`src/rtl/pscan_pkg.sv`:
```
package pscan_pkg;
  // Role of a cell inside one pad's triplet; the value is its offset in the chain.
  typedef enum logic [1:0] {
    CELL_IN  = 2'd0,
    CELL_OE  = 2'd1,
    CELL_OUT = 2'd2
  } cell_kind_e;

  localparam int CELLS_PER_PIN = 3;
endpackage

```
`src/rtl/pscan_cell.sv`:
```
module pscan_cell (
  input  logic clk,
  input  logic rst_n,
  input  logic dr_en,
  input  logic shift_sel,
  input  logic upd_en,
  input  logic ser_in,
  input  logic par_in,
  output logic cap_q,
  output logic upd_q
);
  logic cap_d;

  // Serial neighbour when shifting, live signal when capturing.
  always_comb cap_d = shift_sel ? ser_in : par_in;

  always_ff @(posedge clk or negedge rst_n) begin
    if (!rst_n)      cap_q <= 1'b0;
    else if (dr_en)  cap_q <= cap_d;
  end

  always_ff @(posedge clk or negedge rst_n) begin
    if (!rst_n)      upd_q <= 1'b0;
    else if (upd_en) upd_q <= cap_q;
  end

  // shift takes the upstream bit
  p_shift_takes_upstream_r3: assert property (@(posedge clk) disable iff (!rst_n)
    (dr_en && shift_sel) |=> cap_q == $past(ser_in));

  // capture takes the parallel signal
  p_capture_parallel_r2: assert property (@(posedge clk) disable iff (!rst_n)
    (dr_en && !shift_sel) |=> cap_q == $past(par_in));

  // stage frozen without enable
  p_cap_hold_r4: assert property (@(posedge clk) disable iff (!rst_n)
    !dr_en |=> $stable(cap_q));

  // update copies the pre-edge capture value
  p_update_copy_r5: assert property (@(posedge clk) disable iff (!rst_n)
    upd_en |=> upd_q == $past(cap_q));

  // update stage holds otherwise
  p_update_hold_r6: assert property (@(posedge clk) disable iff (!rst_n)
    !upd_en |=> $stable(upd_q));
endmodule

```
`src/rtl/pscan_pin_slice.sv`:
```
module pscan_pin_slice
  import pscan_pkg::*;
(
  input  logic clk,
  input  logic rst_n,
  input  logic dr_en,
  input  logic shift_sel,
  input  logic upd_en,
  input  logic test_mode,
  input  logic ser_in,
  output logic ser_out,
  input  logic pin_in,
  input  logic core_out,
  input  logic core_oe,
  output logic pad_out,
  output logic pad_oe,
  output logic core_in
);
  logic [CELLS_PER_PIN:0]   link;
  logic [CELLS_PER_PIN-1:0] par;
  logic [CELLS_PER_PIN-1:0] upd;

  assign link[0] = ser_in;
  assign ser_out = link[CELLS_PER_PIN];

  for (genvar k = 0; k < CELLS_PER_PIN; k++) begin : g_cell
    localparam cell_kind_e KIND = cell_kind_e'(k);
    if (KIND == CELL_IN) begin : g_in
      assign par[k] = pin_in;
    end else if (KIND == CELL_OE) begin : g_oe
      assign par[k] = core_oe;
    end else begin : g_out
      assign par[k] = core_out;
    end

    pscan_cell u_cell (
      .clk       (clk),
      .rst_n     (rst_n),
      .dr_en     (dr_en),
      .shift_sel (shift_sel),
      .upd_en    (upd_en),
      .ser_in    (link[k]),
      .par_in    (par[k]),
      .cap_q     (link[k+1]),
      .upd_q     (upd[k])
    );
  end

  // Output mux per path: update stage in test mode, core signal otherwise.
  always_comb begin
    if (test_mode) begin
      pad_oe  = upd[CELL_OE];
      pad_out = upd[CELL_OUT];
      core_in = upd[CELL_IN];
    end else begin
      pad_oe  = core_oe;
      pad_out = core_out;
      core_in = pin_in;
    end
  end
endmodule

```
`src/rtl/pscan_chain.sv`:
```
module pscan_chain
  import pscan_pkg::*;
#(
  parameter int NUM_PINS = 4
) (
  input  logic                clk,
  input  logic                rst_n,
  input  logic                dr_en,
  input  logic                shift_sel,
  input  logic                upd_en,
  input  logic                test_mode,
  input  logic                scan_in,
  output logic                scan_out,
  input  logic [NUM_PINS-1:0] pin_in,
  input  logic [NUM_PINS-1:0] core_out,
  input  logic [NUM_PINS-1:0] core_oe,
  output logic [NUM_PINS-1:0] pad_out,
  output logic [NUM_PINS-1:0] pad_oe,
  output logic [NUM_PINS-1:0] core_in
);
  localparam int CHAIN_LEN = NUM_PINS * CELLS_PER_PIN;

  logic [NUM_PINS:0] hop;

  assign hop[0]   = scan_in;
  assign scan_out = hop[NUM_PINS];

  for (genvar p = 0; p < NUM_PINS; p++) begin : g_pin
    pscan_pin_slice u_slice (
      .clk       (clk),
      .rst_n     (rst_n),
      .dr_en     (dr_en),
      .shift_sel (shift_sel),
      .upd_en    (upd_en),
      .test_mode (test_mode),
      .ser_in    (hop[p]),
      .ser_out   (hop[p+1]),
      .pin_in    (pin_in[p]),
      .core_out  (core_out[p]),
      .core_oe   (core_oe[p]),
      .pad_out   (pad_out[p]),
      .pad_oe    (pad_oe[p]),
      .core_in   (core_in[p])
    );
  end

  // pad drive stable across edges without update while in test mode
  p_pads_steady_r6: assert property (@(posedge clk) disable iff (!rst_n)
    (test_mode && !upd_en) |=> (!test_mode || ($stable(pad_oe) && $stable(pad_out) && $stable(core_in))));

  // reset leaves the serial output cleared (CHAIN_LEN cells in the chain)
  p_reset_clear_r1: assert property (@(posedge clk)
    !rst_n |-> scan_out == 1'b0);

  initial begin
    if (CHAIN_LEN != NUM_PINS * 3) $error("chain length mismatch");
  end
endmodule

```
`config.mk`:
```
export PLATFORM = sky130hd
export DESIGN_NAME = pscan_chain
export DESIGN_NICKNAME = d
export VERILOG_FILES = /design/src/rtl/pscan_pkg.sv /design/src/rtl/pscan_cell.sv /design/src/rtl/pscan_pin_slice.sv /design/src/rtl/pscan_chain.sv
export SDC_FILE = /design/constraint.sdc
export NUM_CORES = 1
export LEC_CHECK = 0
export BUFFER_PORTS_ARGS = -buffer_cell sky130_fd_sc_hd__buf_4
export CORE_UTILIZATION = 45
export DETAILED_ROUTE_END_ITERATION = 10
export GPL_TIMING_DRIVEN = 0
export PLACE_DENSITY = 0.7
export SYNTH_ARGS = -nofsm -noshare
export SYNTH_HDL_FRONTEND = slang
export SYNTH_SLANG_ARGS = --single-unit
```
`constraint.sdc`:
```
create_clock -name clk -period 1.1 [get_ports clk]
set_input_delay 0 -clock clk [delete_from_list [all_inputs] [get_ports clk]]
set_output_delay 0 -clock clk [all_outputs]
set_load 0.03 [all_outputs]
```
==> flow_summary.yaml, run 1 <==
sta:
  timing.fmax_ghz: 0.894
  finClkSkew_ns: 0.00137
  maxSlewViolCount: 0
  worst_pin_slew_ns: 0.462
  worst_slack_ns: -0.0187
  hold_violations: 0
  setup_viol: 12
  fin_setup_tns_ns: -0.119
  rsz0062_at_grt: "yes"
  finalCriticalPeriod_ns: 1.12
  relSlewSlack_pct: 69.2
  post-route-period-util_pct: 102
layout:
  stdcell_area_um2: 1670
  insertedDiodeCount: 0
  final_nets: 159
  nFillCells: 199
  area_growth_pct: 36.8
  drive_above_1_share_pct: 47.5
detailed_routing:
  viasPerCell: 5.11
  vias: 864
  drt_iter0_drc: 13
  drc: 0
  wl_per_cell_um: 14.6
  finalWirelength_um: 2470
  first_pass_iters: 4
  ant_nets: 0
status:
  violations: "negative setup slack"
  status: "finished with violations"
job:
  cap_violations: 0
clocking:
  h-tree-depth: 1
  cts_sinks: 24
  cts_buffer_depth: 2
  cts-root-buf: "clkbuf_4"
  cts_buffers: 3
  insertion_delay_ns: 0.31
  clk_pin_slew_ns: 0.13
  cts_tree: "done"
floorplanning:
  rows: 18
  chipWidth_um: 54.1
  core_area_um2: 2520
  io_pins: 32
  fp.dieArea_um2: 2930
  die_h_um: 54.1
  initial_utilization_pct: 48.4
grt:
  grt_usage_pct: 19.4
  gr-total-overflow: 0
  gr-usage-met2_pct: 35.0
  grt_pass1_vias: 900
  grt_pass1_wl_um: 3890
  use_met3_pct: 3.39
  antenna_found_initial: 0
  grt.busiest_layer: "met2"
  use_met1_pct: 22.5
  grt_max_degree: 25
placed_design:
  place_area_um2: 1490
  routabilityCongestion: 0.733
  port-buffer-count: 31
  place_hpwl_um: 1610
logic_synthesis:
  yosysTopAreaCell: "dfrtp_1"
  synth_area_leaders: "dfrtp_1 49%, mux2_2 22%, mux2i_1 9.8%, buf_4 8.6%, a21oi_1 4.9%"
  ys_seq_elements: 24
  synthDistinctLibCells: 9
  synth_edf_count: 0
  ys_seq_area_share_pct: 49.2
  async_flop_share_pct: 100
  yosys-top-cells-count: "24 x dfrtp_1, 24 x mux2_2, 14 x buf_4"
  syn_inst: 101
  post_synth.cell_area_avg_um2: 12.1
  syn_nets: 120
  yosysWarnings: 0
  syn_area_um2: 1220
  synth_top_area_share_pct: 49.2
  synth_flop_cell: "dfrtp_1"
setup_path:
  reg2reg_slack_ns: 0.11
  end_kind: "primary output"
  r2r-end: "g_pin[0].u_slice.g_cell[1].u_cell.upd_q"
  r2r_cells: 3
  critical_path_class: "flop to primary output"
  required_ns: 1.10
  worst-path-max-fanout: 2
  start_kind: "flop"
  arrival_ns: 1.12
  r2r_start: "g_pin[0].u_slice.g_cell[1].u_cell.upd_q"
power_and_ir_drop:
  power_leakage_nw: 0.782
  p_per_area_nw_per_um2: 1380
  p_total_mw: 2.31
  peakVddDrop_mv: 1.01
min_path:
  holdCritPathClass: "input pin to flop"
  hold_start: "core_out[0]"
  whs_path_depth: 3
  hold_end: "g_pin[0].u_slice.g_cell[2].u_cell.cap_q"
## metal layers
metal	up-vias	share of wire (%)
li1	413	-
met1	434	44
met2	15	53
met3	2	2.8
met4	0	0.53
met5	-	0
## final cells by class
| type | instances | area [um2] | area share, % |
|---|---|---|---|
| sequential | 24 | 601 | 36.0 |
| multi-input combinational | 60 | 541 | 32.4 |
| timing repair buffer | 46 | 420 | 25.2 |
| tap | 30 | 37.5 | 2.25 |
| clock buffer | 4 | 36.3 | 2.17 |
| buffer | 5 | 35.0 | 2.10 |
## worst max-delay path by stage
| stage | from | slack [ns] | endpoint | depth (start not counted) |
|---|---|---|---|---|
| 6_report | g_pin[3].u_slice.g_cell[2].u_cell.upd_q | -0.02 | pad_out[3] | 2 |
| 5_1_grt | g_pin[2].u_slice.g_cell[2].u_cell.upd_q | -0.07 | pad_out[2] | 2 |
| 4_1_cts | g_pin[2].u_slice.g_cell[2].u_cell.upd_q | -0.03 | pad_out[2] | 2 |
| 3_5_place_dp | test_mode | 0.15 | core_in[1] | 5 |
| 3_3_place_gp | test_mode | 0.16 | pad_out[3] | 5 |
| 2_1_floorplan | g_pin[3].u_slice.g_cell[2].u_cell.cap_q | 0.21 | g_pin[3].u_slice.g_cell[2].u_cell.upd_q | 1 |
## registers in the layout (all words and copies together), names as in the netlist
signal	count
g_pin.u_slice.g_cell.u_cell.upd_q	12
g_pin.u_slice.g_cell.u_cell.cap_q	12
## worst max-delay path, stage by stage, from the launching register on
cell and delay (ns):
dfrtp_1 0.40, mux2_4 0.27, buf_6 0.14
## cells by family (layout without fill, tap and decap cells)
kind of cell | Yosys count | after routing | synth area share, %
simple gates | 12 | 12 | 3.69
compound gates | 12 | 12 | 4.92
mux | 36 | 36 | 32.0
flops | 24 | 24 | 49.2
buf+inv | 17 | 55 | 10.2
## report_power, final
part	internal, mW	total, mW	switching (mW)
sequential	1.01	1.09	0.0805
clock	0.202	0.465	0.263
combinational	0.418	0.752	0.334
total	1.63	2.31	0.678
## cell usage in the layout, fill, tap and decap left out, drive strengths merged
cell type	netlist	layout
a21oi	12	12
mux2i	12	12
buf	16	38
nor2	12	12
dlygate4sd3	0	12
mux2	24	24
dfrtp	24	24
clkbuf	1	5
## what timing repair did
action                                  in CTS  in global routing
endpoints found under the setup margin      12                 12
endpoints found under the hold margin       35                  0
gates resized for setup                     24                  0
hold buffers                                12                  0
pin swaps                                    0                  0
setup buffers                                1                  2
## stage by stage
step           setup slack [ns]  std cells  util (%)  hold WS, ns
6_report                -0.0187        169      66.2      0.00966
5_1_grt                 -0.0706        169      66.2      0.00695
4_1_cts                 -0.0334        167      65.6      0.00904
3_5_place_dp              0.150        162      59.1      -0.0847
3_3_place_gp              0.162        162      59.1      -0.0834
2_1_floorplan             0.206        101         -       -0.296
Power figures use the tool's default switching activity.
==> run 2, diff against run 1 <==
--- a/config.mk
+++ b/config.mk
@@ -7,6 +7,7 @@
 export LEC_CHECK = 0
 export BUFFER_PORTS_ARGS = -buffer_cell sky130_fd_sc_hd__buf_4
 export CORE_UTILIZATION = 45
+export CTS_BUF_LIST = sky130_fd_sc_hd__clkbuf_16
 export DETAILED_ROUTE_END_ITERATION = 10
 export GPL_TIMING_DRIVEN = 0
 export PLACE_DENSITY = 0.7
==> run 2 against run 1 <==
  * First-iteration DRC count down 85%
  * Fmax rose by 8.0%
  * Sequential share of layout area up 1.7 points
  * The run now ends clean
  * Flip-flop and latch count stayed put
  * Critical path type unchanged
  * Combinational power shrank 5.6%
  * Highest routed layer unchanged
  * Setup slack improved by 0.083 ns
==> flow_summary.yaml, run 2 (same netlist as run 1, synthesis figures left out) <==
status:
  status: "finished clean"
layout:
  final_common_cell: "dfrtp_1"
  area_growth_pct: 30.6
  final_nets: 147
  stdcell_area_um2: 1600
  largestRegisters: "g_pin.u_slice.g_cell.u_cell.cap_q (12), g_pin.u_slice.g_cell.u_cell.upd_q (12)"
  seq_area_um2: 601
  nFillCells: 201
  multi_input_area_um2: 541
  insertedDiodeCount: 0
  drive_above_1_share_pct: 50.4
  mostFrequentLayoutCells: "24 x dfrtp_1, 23 x buf_4, 13 x buf_6"
floorplanning:
  rows: 18
  initial_utilization_pct: 48.4
  chipWidth_um: 54.1
  die_h_um: 54.1
  io_pins: 32
  core_area_um2: 2520
  fp.dieArea_um2: 2930
power_and_ir_drop:
  power_switching_uw: 698
  seq_power_share_pct: 42.4
  combPwrFrac_pct: 27.5
  power_leakage_nw: 0.749
  p_total_mw: 2.58
  clkPwrFrac_pct: 30.1
  intPower_mw: 1.89
  p_sw_share_pct: 27.0
  p_per_area_nw_per_um2: 1620
  peakVddDrop_mv: 1.13
clocking:
  cts_sinks: 24
  cts_buffers: 3
  insertion_delay_ns: 0.25
  clk_pin_slew_ns: 0.06
  cts-root-buf: "clkbuf_16"
  h-tree-depth: 1
  cts_tree: "done"
  cts_buffer_depth: 2
setup_path:
  arrival_ns: 1.04
  start_kind: "flop"
  end_kind: "primary output"
  required_ns: 1.10
  worst-path-max-fanout: 2
  critical_path_class: "flop to primary output"
sta:
  hold_violations: 0
  relSlewSlack_pct: 68.6
  finalCriticalPeriod_ns: 1.04
  rsz0062_at_grt: "no"
  maxSlewViolCount: 0
  finClkSkew_ns: 0.00185
  post-route-period-util_pct: 94.1
  fin_setup_tns_ns: 0
  worst_pin_slew_ns: 0.471
  worst_slack_ns: 0.0646
  timing.fmax_ghz: 0.966
  setup_viol: 0
grt:
  antenna_found_initial: 0
  grt_usage_pct: 18.9
  gr-total-overflow: 0
  grt_pass1_vias: 839
  grt_max_degree: 25
  grt_pass1_wl_um: 3770
placed_design:
  routabilityCongestion: 0.733
  place_area_um2: 1490
  dp_worst_setup_slack_ns: 0.150
  port-buffer-count: 31
  place_hpwl_um: 1610
detailed_routing:
  first_pass_iters: 4
  wl_per_cell_um: 14.7
  drt_iter0_drc: 2
  viasPerCell: 5.19
  vias: 815
  finalWirelength_um: 2310
  drc: 0
  ant_nets: 0
job:
  cap_violations: 0
min_path:
  holdCritPathClass: "input pin to flop"
## run 2: changes by cell type in the layout (fill, tap and decap cells not counted), sizes merged
cell	before	now
clkinv	0	1
clkbuf	5	4
dlygate4sd3	12	1
buf	38	37
## run 2: worst paths after layout
path                                                          from                                 endpoint  slack, ns  depth (start not counted)
min in group asynchronous                                    rst_n  g_pin[0].u_slice.g_cell[2].u_cell.upd_q       0.17                          2
min reg2reg                g_pin[0].u_slice.g_cell[2].u_cell.upd_q  g_pin[0].u_slice.g_cell[2].u_cell.upd_q       0.51                          1
max reg2reg                g_pin[3].u_slice.g_cell[2].u_cell.upd_q  g_pin[3].u_slice.g_cell[2].u_cell.upd_q       0.23                          2
max in group asynchronous                                    rst_n  g_pin[2].u_slice.g_cell[2].u_cell.upd_q       0.69                          2
max                        g_pin[2].u_slice.g_cell[2].u_cell.upd_q                               pad_out[2]       0.06                          2
min                                                         upd_en  g_pin[3].u_slice.g_cell[0].u_cell.upd_q       0.02                          2
## run 2: worst max-delay path, stage by stage, from the launching register on
cell and delay (ns):
dfrtp_1 0.38, mux2_4 0.26, buf_6 0.14
## run 2: repair_timing
item	in CTS	in global routing
hold buffers	1	0
endpoints found under the setup margin	12	1
gates resized for setup	25	0
endpoints found under the hold margin	24	0
setup buffers	2	0
## run 2: final cells by class
type	count	area share, %
sequential	24	37.6
buffer	5	2.20
timing repair buffer	34	19.0
tap	30	2.35
clock inverter	1	0.235
multi-input combinational	60	33.9
clock buffer	3	4.71
## run 2: routing by layer
layer	vias to the layer above	track usage [%]	routed length (um)
met3	2	4.24	91
met4	0	7.69	17
li1	390	-	-
met1	406	23.2	1020
met2	17	31.7	1180
met5	-	0	0
## run 2: metrics by stage
stage	utilization (%)	hold slack (ns)	instances
after global placement	59.1	-0.0834	162
after global routing	63.2	0.0145	157
final	63.2	0.0162	157
after detailed placement	59.1	-0.0847	162
after floorplan	-	-0.296	101
after CTS	63.7	0.0130	158
## run 2: power groups by stage
| stage | clock, mW | sequential [mW] | combinational [mW] |
|---|---|---|---|
| after detailed placement | 0 | 1.11 | 0.688 |
| after floorplan | 0 | 1.09 | 0.463 |
| after global placement | 0 | 1.10 | 0.673 |
| final | 0.778 | 1.10 | 0.710 |
| after CTS | 0.793 | 1.10 | 0.730 |
| after global routing | 0.836 | 1.11 | 0.765 |
==> run 3, diff against run 2 <==
--- a/config.mk
+++ b/config.mk
@@ -6,11 +6,13 @@
 export NUM_CORES = 1
 export LEC_CHECK = 0
 export BUFFER_PORTS_ARGS = -buffer_cell sky130_fd_sc_hd__buf_4
-export CORE_UTILIZATION = 45
+export CELL_PAD_IN_SITES_DETAIL_PLACEMENT = 0
+export CELL_PAD_IN_SITES_GLOBAL_PLACEMENT = 1
+export CORE_UTILIZATION = 43
 export CTS_BUF_LIST = sky130_fd_sc_hd__clkbuf_16
 export DETAILED_ROUTE_END_ITERATION = 10
 export GPL_TIMING_DRIVEN = 0
-export PLACE_DENSITY = 0.7
+export PLACE_DENSITY_LB_ADDON = 0.1
 export SYNTH_ARGS = -nofsm -noshare
 export SYNTH_HDL_FRONTEND = slang
 export SYNTH_SLANG_ARGS = --single-unit
==> run 3 against run 2 <==
  * Fmax decreased by 0.30%
  * Die area increased by 4.5%
  * Clock-buffer cell count is the same
  * Non-clock buffer count unchanged
  * Clock power barely moved
  * Via count unchanged
  * Critical path depth is the same
  * Sequential power is essentially flat
  * Combinational power about the same
  * Design area unchanged
  * Largest cell class unchanged
  * Largest power group unchanged
==> flow_summary.yaml, run 3 (same netlist as run 1, synthesis figures left out) <==
status:
  status: "finished clean"
detailed_routing:
  wl_per_cell_um: 15.2
  finalWirelength_um: 2380
  viasPerCell: 5.19
  ant_nets: 0
  vias: 815
  drt_iter0_drc: 12
  first_pass_iters: 4
  drc: 0
floorplanning:
  chipWidth_um: 55.3
  initial_utilization_pct: 47.1
  rows: 18
  io_pins: 32
  core_area_um2: 2590
  fp.dieArea_um2: 3060
  die_h_um: 55.3
clocking:
  h-tree-depth: 1
  cts_sinks: 24
  cts_buffer_depth: 2
  insertion_delay_ns: 0.25
  cts-root-buf: "clkbuf_16"
  cts_tree: "done"
  cts_buffers: 3
  clk_pin_slew_ns: 0.06
layout:
  area_growth_pct: 30.6
  drive_above_1_share_pct: 50.4
  final_core_util_pct: 61.6
  mostFrequentLayoutCells: "24 x dfrtp_1, 23 x buf_4, 13 x buf_6"
  final_nets: 147
  final_common_cell: "dfrtp_1"
  nFillCells: 237
  largestRegisters: "g_pin.u_slice.g_cell.u_cell.cap_q (12), g_pin.u_slice.g_cell.u_cell.upd_q (12)"
  insertedDiodeCount: 0
setup_path:
  required_ns: 1.10
  path_cells: "mux2_4, buf_6"
  critical_path_class: "flop to primary output"
  end_kind: "primary output"
  path_buf_inv: 1
  r2r_start: "g_pin[2].u_slice.g_cell[0].u_cell.upd_q"
  startpoint: "g_pin[1].u_slice.g_cell[2].u_cell.upd_q"
  critPathTopFamily: "flip-flops"
  cp_slowest_stage_delay_ns: 0.38
  worst-path-max-fanout: 2
  arrival_ns: 1.04
  cp_slowest_cell: "dfrtp_1"
  start_kind: "flop"
sta:
  fin_setup_tns_ns: 0
  rsz0062_at_grt: "no"
  finClkSkew_ns: 0.00206
  setup_viol: 0
  finalCriticalPeriod_ns: 1.04
  hold_violations: 0
  worst_pin_slew_ns: 0.479
  post-route-period-util_pct: 94.4
  timing.fmax_ghz: 0.963
  relSlewSlack_pct: 68.1
  holdWs_ns: 0.0218
  maxSlewViolCount: 0
  worst_slack_ns: 0.0614
placed_design:
  place_hpwl_um: 1670
  port-buffer-count: 31
  dp_worst_setup_slack_ns: 0.149
  routabilityCongestion: 0.734
grt:
  antenna_found_initial: 0
  gr-total-overflow: 0
  grt_pass1_vias: 825
  grt_max_degree: 25
  grt_pass1_wl_um: 4030
  grt_usage_pct: 16.9
power_and_ir_drop:
  peakVddDrop_mv: 0.960
  p_per_area_nw_per_um2: 1620
  power_leakage_nw: 0.749
job:
  cap_violations: 0
min_path:
  holdCritPathClass: "input pin to flop"
  hold_start: "upd_en"
run 3: cell counts in the layout (fill, tap and decap cells not counted):
No cell type changed its count.
run 3: layout make-up:
type,instances,area (um2),area share (%)
buffer,5,35.0,2.20
clock inverter,1,3.75,0.235
clock buffer,3,75.1,4.71
sequential,24,601,37.6
tap,30,37.5,2.35
timing repair buffer,34,303,19.0
multi-input combinational,60,541,33.9
run 3: repair_timing:
item                                    in CTS  in global routing
endpoints found under the setup margin      12                  0
gates resized for setup                     24                  0
hold buffers                                 1                  0
endpoints found under the hold margin       24                  0
setup buffers                                2                  0
run 3: layer usage:
metal | global-route usage [%] | routed length (um) | up-vias | part of all wire, %
met5 | 0 | 0 | - | 0
met4 | 7.14 | 11 | 0 | 0.46
met3 | 2.11 | 82 | 2 | 3.4
met2 | 26.5 | 1180 | 21 | 50
met1 | 23.6 | 1110 | 400 | 47
li1 | - | - | 392 | -
run 3: final timing paths:
path                                                           end  slack [ns]  depth (start not counted)
max in group asynchronous  g_pin[2].u_slice.g_cell[1].u_cell.upd_q        0.69                          2
min                        g_pin[3].u_slice.g_cell[1].u_cell.upd_q        0.02                          2
min reg2reg                g_pin[3].u_slice.g_cell[2].u_cell.upd_q        0.51                          1
max reg2reg                g_pin[2].u_slice.g_cell[0].u_cell.upd_q        0.24                          2
max                                                     pad_out[1]        0.06                          2
min in group asynchronous  g_pin[3].u_slice.g_cell[0].u_cell.upd_q        0.18                          2
run 3: worst register-to-register path, stage by stage, from the launching register on:
cell     delay, ns
dfrtp_1       0.37
buf_4         0.13
mux2_2        0.24
run 3: where the power goes:
group,total [mW],internal [mW],leakage [nW],switching (mW)
logic,0.710,0.385,0.447,0.324
clock network,0.775,0.485,0.0385,0.290
registers,1.10,1.02,0.263,0.0818
total,2.58,1.89,0.749,0.696
run 3: per-stage QoR:
| stage | instance area (um2) | power, mW | cells |
|---|---|---|---|
| after global routing | 1600 | 2.71 | 157 |
| after CTS | 1600 | 2.61 | 157 |
| after detailed placement | 1490 | 1.80 | 162 |
| after global placement | 1490 | 1.78 | 162 |
| final | 1600 | 2.58 | 157 |
| after floorplan | 1220 | 1.56 | 101 |
